$ cat config.mk
export PLATFORM = sky130hd
export DESIGN_NAME = gate_fault_ctrl
export DESIGN_NICKNAME = d
export VERILOG_FILES = /design/src/rtl/gfc_pkg.sv /design/src/rtl/gfc_sync.sv /design/src/rtl/gfc_blank.sv /design/src/rtl/gfc_uv_guard.sv /design/src/rtl/gfc_fault_hold.sv /design/src/rtl/gate_fault_ctrl.sv
export SDC_FILE = /design/constraint.sdc
export NUM_CORES = 1
export LEC_CHECK = 0
export ABC_AREA = 1
export BUFFER_PORTS_ARGS = -buffer_cell sky130_fd_sc_hd__buf_4
export CAP_MARGIN = 25
export CELL_PAD_IN_SITES_DETAIL_PLACEMENT = 1
export CELL_PAD_IN_SITES_GLOBAL_PLACEMENT = 1
export CORE_MARGIN = 2
export CORE_UTILIZATION = 44
export DETAILED_ROUTE_END_ITERATION = 8
export PLACE_DENSITY_LB_ADDON = 0.3
export SLEW_MARGIN = 10
export SYNTH_ARGS = -nofsm -noshare
export SYNTH_HDL_FRONTEND = slang
export SYNTH_SLANG_ARGS = --single-unit
$ cat constraint.sdc
create_clock -name clk -period 1.8 [get_ports clk]
set_input_delay 0.54 -clock clk [delete_from_list [all_inputs] [get_ports clk]]
set_output_delay 0.54 -clock clk [all_outputs]
set_load 0.05 [all_outputs]
$ cat src/rtl/gfc_pkg.sv
package gfc_pkg;

    // Synchronized view of all asynchronous inputs.
    typedef struct packed {
        logic cmd;
        logic oc;
        logic uv_up;
        logic uv_dn;
        logic line;
    } gfc_sense_t;

    localparam int unsigned SENSE_W     = $bits(gfc_sense_t);
    localparam int unsigned SYNC_STAGES = 2;

    // Line and command read low at reset; supply flags read "not good".
    localparam gfc_sense_t SENSE_RST = '{cmd: 1'b0, oc: 1'b0, uv_up: 1'b0,
                                         uv_dn: 1'b0, line: 1'b0};

    typedef enum logic [0:0] {
        HOLD_OFF = 1'b0,
        HOLD_ON  = 1'b1
    } hold_e;

    // Counter width able to hold the value lim.
    function automatic int unsigned cnt_w(input int unsigned lim);
        return (lim < 2) ? 1 : $clog2(lim + 1);
    endfunction

endpackage

$ cat src/rtl/gfc_sync.sv
module gfc_sync #(
    parameter int unsigned          WIDTH   = 1,
    parameter int unsigned          STAGES  = 2,
    parameter logic [WIDTH-1:0]     RST_VAL = '0
) (
    input  logic             clk,
    input  logic             rst,
    input  logic [WIDTH-1:0] d,
    output logic [WIDTH-1:0] q
);
    logic [WIDTH-1:0] stg [STAGES];

    for (genvar i = 0; i < STAGES; i++) begin : g_stage
        if (i == 0) begin : g_first
            always_ff @(posedge clk) begin
                if (rst) stg[i] <= RST_VAL;
                else     stg[i] <= d;
            end
        end else begin : g_next
            always_ff @(posedge clk) begin
                if (rst) stg[i] <= RST_VAL;
                else     stg[i] <= stg[i-1];
            end
        end
    end

    assign q = stg[STAGES-1];
endmodule

$ cat src/rtl/gfc_blank.sv
module gfc_blank
    import gfc_pkg::*;
#(
    parameter int unsigned BLANK_CYC = 45
) (
    input  logic clk,
    input  logic rst,
    input  logic gate_rise,
    input  logic gate_on,
    output logic blank_open
);
    localparam int unsigned          BW  = cnt_w(BLANK_CYC);
    localparam logic [BW-1:0]        LIM = BW'(BLANK_CYC);

    logic [BW-1:0] remain;

    always_ff @(posedge clk) begin
        if (rst)                 remain <= '0;
        else if (gate_rise)      remain <= LIM;
        else if (remain != '0)   remain <= remain - 1'b1;
    end

    // Detection is allowed only with the gate on and the window spent.
    assign blank_open = gate_on && (remain == '0);
endmodule

$ cat src/rtl/gfc_uv_guard.sv
module gfc_uv_guard
    import gfc_pkg::*;
#(
    parameter int unsigned UV_FILT_CYC = 500
) (
    input  logic clk,
    input  logic rst,
    input  logic uv_up,
    input  logic uv_dn,
    output logic uv_active,
    output logic uv_trip
);
    localparam int unsigned   UW   = cnt_w(UV_FILT_CYC);
    localparam logic [UW-1:0] LAST = UW'(UV_FILT_CYC - 1);

    logic [UW-1:0] dip_cnt;

    assign uv_trip = !uv_active && uv_dn && (dip_cnt == LAST);

    always_ff @(posedge clk) begin
        if (rst) begin
            uv_active <= 1'b1;
            dip_cnt   <= '0;
        end else if (uv_active) begin
            dip_cnt <= '0;
            if (uv_up && !uv_dn) uv_active <= 1'b0;
        end else if (uv_trip) begin
            uv_active <= 1'b1;
            dip_cnt   <= '0;
        end else if (uv_dn) begin
            dip_cnt <= dip_cnt + 1'b1;
        end else begin
            dip_cnt <= '0;
        end
    end
endmodule

$ cat src/rtl/gfc_fault_hold.sv
module gfc_fault_hold
    import gfc_pkg::*;
#(
    parameter int unsigned CLEAR_CYC = 27500
) (
    input  logic clk,
    input  logic rst,
    input  logic fault_evt,
    input  logic fault_cause,
    output logic held
);
    localparam int unsigned   TW  = cnt_w(CLEAR_CYC);
    localparam logic [TW-1:0] LIM = TW'(CLEAR_CYC);

    hold_e         state;
    logic [TW-1:0] tmr;
    logic          tmr_done;

    assign tmr_done = (tmr == LIM);

    always_ff @(posedge clk) begin
        if (rst) begin
            state <= HOLD_ON;
            tmr   <= '0;
        end else if (fault_evt) begin
            state <= HOLD_ON;
            tmr   <= '0;
        end else if (state == HOLD_ON) begin
            if (!tmr_done)          tmr   <= tmr + 1'b1;
            else if (!fault_cause)  state <= HOLD_OFF;
        end
    end

    assign held = (state == HOLD_ON);
endmodule

$ cat src/rtl/gate_fault_ctrl.sv
module gate_fault_ctrl
    import gfc_pkg::*;
#(
    parameter int unsigned BLANK_CYC   = 45,
    parameter int unsigned UV_FILT_CYC = 500,
    parameter int unsigned CLEAR_CYC   = 27500
) (
    input  logic clk,
    input  logic rst,
    input  logic cmd_in,
    input  logic oc_flag,
    input  logic uv_rise_ok,
    input  logic uv_fall_low,
    input  logic line_sense,
    output logic gate_out,
    output logic line_pull
);
    gfc_sense_t         raw;
    gfc_sense_t         sy;
    logic [SENSE_W-1:0] sy_vec;

    logic gate_q, gate_nxt, gate_rise;
    logic blank_open, oc_trip;
    logic uv_active, uv_trip;
    logic fault_evt, fault_cause, held;

    assign raw = '{cmd: cmd_in, oc: oc_flag, uv_up: uv_rise_ok,
                   uv_dn: uv_fall_low, line: line_sense};

    gfc_sync #(
        .WIDTH  (SENSE_W),
        .STAGES (SYNC_STAGES),
        .RST_VAL(SENSE_RST)
    ) u_sync (
        .clk(clk), .rst(rst), .d(raw), .q(sy_vec)
    );
    assign sy = gfc_sense_t'(sy_vec);

    gfc_blank #(.BLANK_CYC(BLANK_CYC)) u_blank (
        .clk(clk), .rst(rst), .gate_rise(gate_rise),
        .gate_on(gate_q), .blank_open(blank_open)
    );

    gfc_uv_guard #(.UV_FILT_CYC(UV_FILT_CYC)) u_uv (
        .clk(clk), .rst(rst), .uv_up(sy.uv_up), .uv_dn(sy.uv_dn),
        .uv_active(uv_active), .uv_trip(uv_trip)
    );

    assign oc_trip     = sy.oc && blank_open;
    assign fault_evt   = oc_trip || uv_trip;
    assign fault_cause = uv_active || sy.oc;

    gfc_fault_hold #(.CLEAR_CYC(CLEAR_CYC)) u_hold (
        .clk(clk), .rst(rst), .fault_evt(fault_evt),
        .fault_cause(fault_cause), .held(held)
    );

    // A trip in this cycle drops the gate on the same edge that latches it.
    assign gate_nxt  = sy.cmd && sy.line && !held && !uv_active && !fault_evt;
    assign gate_rise = gate_nxt && !gate_q;

    always_ff @(posedge clk) begin
        if (rst) gate_q <= 1'b0;
        else     gate_q <= gate_nxt;
    end

    assign gate_out  = gate_q;
    assign line_pull = held;
endmodule

==> results of run 1 <==
-- metrics by stage --
step	power, mW	worst slack [ps]	hold slack [ps]
6_report	2.14	176	411
5_1_grt	2.29	126	429
4_1_cts	2.17	160	414
3_5_place_dp	1.51	252	399
3_3_place_gp	1.47	297	395
2_1_floorplan	1.40	425	388
-- what timing repair did --
item | CTS | global route
hold endpoints to repair | 0 | 0
gates resized for setup | 0 | 1
setup buffers | 0 | 0
setup endpoints to repair | 0 | 3
hold buffers | 0 | 0
-- cells in the mapped netlist (all sizes together) --
library cell  count  area [um^2]
nand2b            1         6.26
and2              1         6.26
buf               3         38.8
clkbuf            2         7.51
o21ai             9         45.0
nor3              3         15.0
nand3b            1         7.51
nor2             51          209
nand4            11         68.8
ha                5         62.6
nand3            28          140
dfxtp            43          861
a31oi             2         12.5
xor2              6         52.6
nand2            80          323
or2               1         6.26
inv              44          165
xnor2             1         8.76
a21oi            21          131
-- final cells by class --
cell class              instances  share of cell area
clock buffers                   5              0.0288
clock inverters                 3              0.0110
inverters                      44              0.0690
multi-input cells             221               0.459
flip-flops and latches         43               0.360
well taps                      67              0.0350
repair buffers                 12              0.0377
-- state kept, by name (all words and copies together) (netlist names) --
register and flops:
gate_out 1, u_blank.remain 6, u_hold.held 1, u_hold.tmr 15
u_sync.stg 10, u_uv.dip_cnt 9, u_uv.uv_active 1
-- metal layers --
metal  wire length (um)  part of all wire
met5                  0                 0
met4                 40            0.0081
met3                 82             0.017
met2               2640              0.53
met1               2180              0.44
-- final timing paths --
kind,start,to,slack [ps],cells after the start
min,u_sync.stg[0][3],u_sync.stg[1][3],410,2
max reg2reg,u_hold.tmr[0],u_hold.tmr[0],320,8
max,u_hold.held,line_pull,180,1
min reg2reg,u_sync.stg[0][3],u_sync.stg[1][3],410,2
-- cells by family (layout without fill, tap and decap cells) --
| logic type | count (synthesis) | after routing | share of synthesized area |
|---|---|---|---|
| flip-flops | 43 | 43 | 0.397 |
| AO/OA/AOI/OAI | 32 | 32 | 0.0872 |
| XOR/XNOR | 7 | 7 | 0.0283 |
| adder cells (fa/ha/maj) | 5 | 5 | 0.0289 |
| AND/OR/NAND/NOR | 177 | 177 | 0.361 |
| buffers and inverters | 49 | 64 | 0.0976 |
-- power groups by stage --
stage	registers, mW	clock network, mW	logic (mW)
after detailed placement	1.10	0	0.409
after CTS	1.08	0.682	0.411
after global routing	1.09	0.728	0.480
after floorplan	1.08	0	0.312
after global placement	1.09	0	0.380
final	1.08	0.655	0.405
==> impl_metrics.tcl, run 1 <==
set metrics [dict create \
    grt_pass1_wl_mm 8.71 \
    clock_path_buffers 2 \
    finalCritPeriodShare 0.902 \
    numCtsBuffers 5 \
    drive_gt1_frac 0.122 \
    cp_slowest_cell "dfxtp_1" \
    syn2layout_area_growth_pct 10.4 \
    io_pins 9 \
    post_dp_cell_area_um2 2290 \
    gp_congestion 0.751 \
    hp-class "flip-flop to flip-flop" \
    critPathCaptureType "primary output" \
    synth.avg_cell_area_um2 6.92 \
    cp-start-kind "flip-flop" \
    cp.required_ps 1260 \
    status "finished clean" \
    peakVddDrop_v 0.000594 \
    p_sw_mw 0.670 \
    worstMarginPinSlew_ps 372 \
    synth_cells 313 \
    max_freq_ghz 0.616 \
    netlist_area_um2 2170 \
    power_density_nw_per_um2 893 \
    ys_seq_area_frac 0.397 \
    rows 25 \
    yosys_register_bits 43 \
    p_leak_nw 0.960 \
    cts_tree "done" \
    htreeDepth 2 \
    skew_ps 8.91 \
    grt_usage 0.204 \
    vias 1938 \
    path_delay_family "flip-flops" \
    pwr-share-seq 0.504 \
    rsz0062_at_grt "no" \
    slew_violations 0 \
    worstSetupPathType "flip-flop to primary output" \
    yosysUniqueCellTypes 27 \
    finalHoldViolCount 0 \
    fin_util 0.506 \
    multiInputGateArea_um2 1100 \
    final_cells 395 \
    first_pass_iters 4 \
    fin_area_um2 2390 \
    viasPerCell 4.91 \
    dp_hpwl_mm 3.82 \
    crit_buf_inv 1 \
    critPathArrivalTime_ps 1080 \
    dieArea_um2 5500 \
    fp.dieH_um 74.2 \
    path_cells "buf_4" \
    p_comb_frac 0.190 \
    critPathMaxStageDelay_ps 520 \
    diodes 0 \
    numClockSinks 43 \
    overflow 0 \
    maxCapViolations 0 \
    fillCellCount 627 \
    met2_usage 0.376 \
    p_clk_frac 0.307 \
    gr-usage-met3 0.0366 \
    setup_violations 0 \
    min_period_ps 1620 \
    grt_max_degree 17 \
    route.detailed.drc 0 \
    clkLatencyLatePin_ps 300 \
    path_max_fanout 9 \
    wire_per_inst_um 12.5 \
    routed_wl_mm 4.94 \
    intPower_mw 1.47 \
    die_w_um 74.2 \
    dp.cells 387 \
    start_util 0.459 \
    p_sw_frac 0.314 \
    port_buffers 8 \
    final-seq-area_um2 861 \
    drtIter0Drc 71 \
    yosys_warnings 0 \
    relSlewSlack 0.751 \
    antenna_found_initial 0 \
    clock-root-buffer "clkbuf_8" \
    grt_util_met1 0.236 \
    syn-num-nets 325 \
    mostFrequentLayoutCells "nand2_1, nor2_1, inv_1, dfxtp_1, nand3_1" \
    nNetsFinal 339 \
    grt_pass1_vias 1991 \
    layout_commonest_cell "nand2_1" \
    setup_tns_ps 0 \
    grt_busiest_layer "met2" \
    ant_nets 0 \
    clkTransAtPathRegs_ps 90 \
    core_um2 4720 \
]
Power figures use the tool's default switching activity.
==> run 2, diff against run 1 <==
--- a/config.mk
+++ b/config.mk
@@ -11,7 +11,7 @@
 export CELL_PAD_IN_SITES_DETAIL_PLACEMENT = 1
 export CELL_PAD_IN_SITES_GLOBAL_PLACEMENT = 1
 export CORE_MARGIN = 2
-export CORE_UTILIZATION = 44
+export CORE_UTILIZATION = 29
 export DETAILED_ROUTE_END_ITERATION = 8
 export PLACE_DENSITY_LB_ADDON = 0.3
 export SLEW_MARGIN = 10
==> run 2 against run 1 <==
Net effect: cell count is 7.8% higher; register-to-register slack worse by 90 ps; sequential share of layout area is 0.74 points lower; global-route usage is 7.4 points lower; via count is 0.72% lower; core utilization is 17 points lower; maximum frequency is 1.6% higher; critical path depth stayed put; final area is 2.1% higher; worst hold slack worse by 5.4 ps; die area is 49% higher; worst setup slack better by 26 ps; critical endpoint unchanged; largest power group unchanged; highest routed layer unchanged.
==> impl_metrics.tcl, run 2 (synthesized netlist as in run 1, its figures left out) <==
set metrics [dict create \
    fillCellCount 940 \
    path_delay_family "flip-flops" \
    drtIter0Drc 66 \
    max_freq_ghz 0.626 \
    skew_ps 12.5 \
    clkLatencyLatePin_ps 300 \
    worstHoldStart "u_sync.stg[0][1]" \
    syn2layout_area_growth_pct 12.7 \
    postCtsSetupRepairBufs 0 \
    path_max_fanout 6 \
    antenna_found_initial 0 \
    cp.required_ps 1260 \
    core_um2 7250 \
    numCtsBuffers 5 \
    finalHoldViolCount 0 \
    cts_tree "done" \
    cp-start-kind "flip-flop" \
    start_util 0.299 \
    critPathCaptureType "primary output" \
    path_cells "buf_4" \
    fin_util 0.337 \
    final_cells 426 \
    gp_congestion 0.761 \
    grt_pass1_vias 1929 \
    overflow 0 \
    mostFrequentLayoutCells "nand2_1, nor2_1, inv_1, dfxtp_1, nand3_1" \
    clock-root-buffer "clkbuf_8" \
    hold_ws_ps 405 \
    grt_pass1_wl_mm 8.83 \
    nNetsFinal 338 \
    diodes 0 \
    hp-class "flip-flop to flip-flop" \
    critPathMaxStageDelay_ps 500 \
    p_leak_nw 0.964 \
    rsz0062_at_grt "no" \
    top_regs "u_hold.tmr: 15 flops, u_sync.stg: 10 flops, u_uv.dip_cnt: 9 flops" \
    grt_usage 0.131 \
    setup_violations 0 \
    port_buffers 8 \
    pwr-share-seq 0.484 \
    layout_commonest_cell "nand2_1" \
    drive_gt1_frac 0.119 \
    peakVddDrop_v 0.000560 \
    routed_wl_mm 5.05 \
    largest_register_ffs 15 \
    rows 31 \
    io_pins 9 \
    final-seq-area_um2 861 \
    status "finished clean" \
    maxCapViolations 0 \
    grt_max_degree 16 \
    relSlewSlack 0.734 \
    p_clk_frac 0.342 \
    fp.dieH_um 90.4 \
    power_density_nw_per_um2 908 \
    dp.cells 418 \
    worstSetupPathType "flip-flop to primary output" \
    multiInputGateArea_um2 1100 \
    largest_register "u_hold.tmr" \
    clkTransAtPathRegs_ps 80 \
    numClockSinks 43 \
    p_comb_frac 0.175 \
    die_w_um 90.4 \
    htreeDepth 2 \
    clock_path_buffers 2 \
    dieArea_um2 8180 \
    viasPerCell 4.52 \
    worstMarginPinSlew_ps 397 \
    p_sw_frac 0.282 \
    cts_hold_buf 0 \
    totalPowerFinal_mw 2.22 \
    slew_violations 0 \
    route.detailed.drc 0 \
    min_period_ps 1600 \
    cp_slowest_cell "dfxtp_1" \
    wire_per_inst_um 11.9 \
    dp_hpwl_mm 3.80 \
    ant_nets 0 \
    critPathArrivalTime_ps 1060 \
    vias 1924 \
    finalCritPeriodShare 0.888 \
    crit_buf_inv 1 \
    first_pass_iters 4 \
    setup_tns_ps 0 \
    r2r-start "u_hold.tmr[1]" \
    intPower_mw 1.59 \
    crit_path_start "u_hold.held" \
    p_sw_mw 0.626 \
]
[run 2: changes by cell type in the layout (fill, tap and decap cells not counted), sizes merged]
cell,previous run,this run
clkinv,1,2
buf,12,11
inv,46,44
bufinv,0,1
[run 2: power by group through the flow]
stage | Sequential, mW | Combinational [mW] | Clock [mW]
final | 1.07 | 0.387 | 0.757
after CTS | 1.07 | 0.394 | 0.794
after floorplan | 1.08 | 0.312 | 0
after global routing | 1.08 | 0.452 | 0.828
after global placement | 1.09 | 0.388 | 0
after detailed placement | 1.09 | 0.392 | 0
[run 2: final timing paths]
path	slack, ps	cells past startpoint	to
min	410	2	u_sync.stg[1][1]
max	200	1	line_pull
max reg2reg	230	8	u_hold.tmr[14]
min reg2reg	410	2	u_sync.stg[1][1]
[run 2: repair_timing]
item / CTS / global route
endpoints found under the setup margin: 0 / 1
hold endpoints to repair: 0 / 0
resized for setup: 0 / 1
[run 2: stage by stage]
step | setup slack, ps | instance area [um^2]
after detailed placement | 176 | 2330
after floorplan | 425 | 2170
after CTS | 138 | 2440
after global routing | 46.1 | 2440
final | 202 | 2440
after global placement | 171 | 2330
[run 2: layout make-up]
cell class	count	area share
Clock inverter	3	0.0179
Sequential cell	43	0.352
Inverter	44	0.0676
Multi-Input combinational cell	221	0.449
Clock buffer	5	0.0282
Tap cell	99	0.0507
Timing Repair Buffer	11	0.0338
[run 2: layer usage]
| metal | vias to the layer above | GRT usage | wire [um] |
|---|---|---|---|
| met1 | 896 | 0.173 | 2650 |
| met2 | 13 | 0.218 | 2270 |
| met3 | 4 | 0.0209 | 84 |
| li1 | 1011 | - | - |
| met4 | 0 | 0.0410 | 46 |
| met5 | - | 0 | 0 |
==> run 3, diff against run 2 <==
--- a/config.mk
+++ b/config.mk
@@ -14,7 +14,7 @@
 export CORE_UTILIZATION = 29
 export DETAILED_ROUTE_END_ITERATION = 8
 export PLACE_DENSITY_LB_ADDON = 0.3
-export SLEW_MARGIN = 10
+export SLEW_MARGIN = 20
 export SYNTH_ARGS = -nofsm -noshare
 export SYNTH_HDL_FRONTEND = slang
 export SYNTH_SLANG_ARGS = --single-unit
==> constraint.sdc (replaced) <==
create_clock -name clk -period 1.91 [get_ports clk]
set_input_delay 0.573 -clock clk [delete_from_list [all_inputs] [get_ports clk]]
set_output_delay 0.573 -clock clk [all_outputs]
set_load 0.05 [all_outputs]
==> run 3 against run 2 <==
Net effect: via count grew 2.6%; sequential share of layout area grew 0.31 points; critical path depth is the same; worst hold slack gained 1.9 ps; combinational power shrank 2%; largest cell class unchanged; worst setup slack gained 44 ps; core utilization shrank 0.29 points; global-route usage grew 0.67 points; non-clock buffer count is the same; power shrank 10%.
==> impl_metrics.tcl, run 3 (synthesized netlist as in run 1, its figures left out) <==
set metrics [dict create \
    cp-start-kind "flip-flop" \
    grt_pass1_wl_mm 9.25 \
    largest_register "u_hold.tmr" \
    fillCellCount 945 \
    postCtsSetupRepairBufs 0 \
    cp.required_ps 1340 \
    totalPowerFinal_mw 2.00 \
    dp_hpwl_mm 4.01 \
    critPathMaxStageDelay_ps 520 \
    worstSetupPathType "flip-flop to primary output" \
    clock_path_buffers 2 \
    crit_buf_inv 1 \
    cts_tree "done" \
    rsz0062_at_grt "no" \
    finalCritPeriodShare 0.871 \
    slew_violations 0 \
    hold_path_end "u_sync.stg[1][1]" \
    relSlewSlack 0.666 \
    peakVddDrop_v 0.000583 \
    status "finished clean" \
    final_cells 426 \
    syn2layout_area_growth_pct 11.7 \
    rrSetupSlack_ps 270 \
    gp_congestion 0.782 \
    path_cells "buf_4" \
    maxCapViolations 0 \
    grt_usage 0.137 \
    r2r-start "u_hold.tmr[0]" \
    routed_wl_mm 5.28 \
    ant_nets 0 \
    worstMarginPinSlew_ps 499 \
    cp_slowest_cell "dfxtp_1" \
    path_delay_family "flip-flops" \
    worstHoldStart "u_sync.stg[0][1]" \
    mostFrequentLayoutCells "nand2_1, nor2_1, inv_1, dfxtp_1, nand3_1" \
    layout_commonest_cell "nand2_1" \
    setup_tns_ps 0 \
    numClockSinks 43 \
    dieArea_um2 8180 \
    critPathArrivalTime_ps 1090 \
    critPathCaptureType "primary output" \
    top_regs "u_hold.tmr: 15 flops, u_sync.stg: 10 flops, u_uv.dip_cnt: 9 flops" \
    post_dp_cell_area_um2 2330 \
    crit_path_start "u_hold.held" \
    path_depth 1 \
    cts_resized 0 \
    clkLatencyLatePin_ps 300 \
    dp_slack_ps 241 \
    start_util 0.299 \
    antenna_found_initial 0 \
    hp-class "flip-flop to flip-flop" \
    htreeDepth 2 \
    wire_per_inst_um 12.4 \
    grt_max_degree 16 \
    dp.cells 418 \
    clock-root-buffer "clkbuf_8" \
    rows 31 \
    clkTransAtPathRegs_ps 90 \
    vias 1974 \
    numCtsBuffers 5 \
    skew_ps 9.51 \
    cts_hold_buf 0 \
    viasPerCell 4.63 \
    r2r.worst_path.cells 9 \
    finalHoldViolCount 0 \
    route.detailed.drc 0 \
    holdPathStages 2 \
    max_freq_ghz 0.601 \
    grt_pass1_vias 1979 \
    path_max_fanout 7 \
    core_um2 7250 \
    fin_area_um2 2420 \
    fp.dieH_um 90.4 \
    min_period_ps 1660 \
    drive_gt1_frac 0.116 \
    diodes 0 \
    nNetsFinal 338 \
    first_pass_iters 4 \
    overflow 0 \
    setup_violations 0 \
    power_density_nw_per_um2 824 \
    fin_ws_ps 246 \
    die_w_um 90.4 \
    largest_register_ffs 15 \
    worstReg2RegEnd "u_hold.tmr[14]" \
    io_pins 9 \
    p_leak_nw 0.949 \
    port_buffers 8 \
    drtIter0Drc 48 \
]
## run 3: changes by cell type in the layout (fill, tap and decap cells not counted), sizes merged
cell,delta
clkinvlp,+1
bufinv,-1
## run 3: area by class of cell
cell class                 count  area (um^2)  area share
multi-input combinational    221         1090       0.452
sequential                    43          861       0.356
inverter                      44          165      0.0682
tap                           99          124      0.0512
timing repair buffer          11         82.6      0.0341
clock buffer                   5         68.8      0.0284
clock inverter                 3         25.0      0.0103
## run 3: worst reg2reg max path: cells and delay by family (launching register included)
kind                     cells  cell delay (ps)
adder cells (fa/ha/maj)      1              250
buffers and inverters        1               80
AND/OR/NAND/NOR              6              750
flip-flops                   1              410
AO/OA/AOI/OAI                1              120
## run 3: worst max path at each step
| stage | end | slack, ps |
|---|---|---|
| final | line_pull | 250 |
| after global routing | u_hold.tmr[11] | 40 |
| after CTS | u_hold.tmr[14] | 210 |
| after detailed placement | u_hold.tmr[14] | 240 |
| after global placement | u_hold.tmr[14] | 270 |
| after floorplan | u_hold.tmr[10] | 530 |
## run 3: routing by layer
layer	part of all wire	global-route usage	wire, um
met5	0	0	0
met4	0.012	0.0423	63
met3	0.023	0.0209	123
met2	0.46	0.238	2450
met1	0.50	0.175	2640
## run 3: power by group
part / switching [mW] / internal [mW] / total, mW
Sequential: 0.0522 / 0.962 / 1.01
Clock: 0.341 / 0.262 / 0.603
Combinational: 0.230 / 0.150 / 0.379
## run 3: through the flow
stage / utilization / hold slack (ps)
2_1_floorplan: - / 388
3_3_place_gp: 0.321 / 390
3_5_place_dp: 0.321 / 398
4_1_cts: 0.334 / 410
5_1_grt: 0.334 / 428
6_report: 0.334 / 407
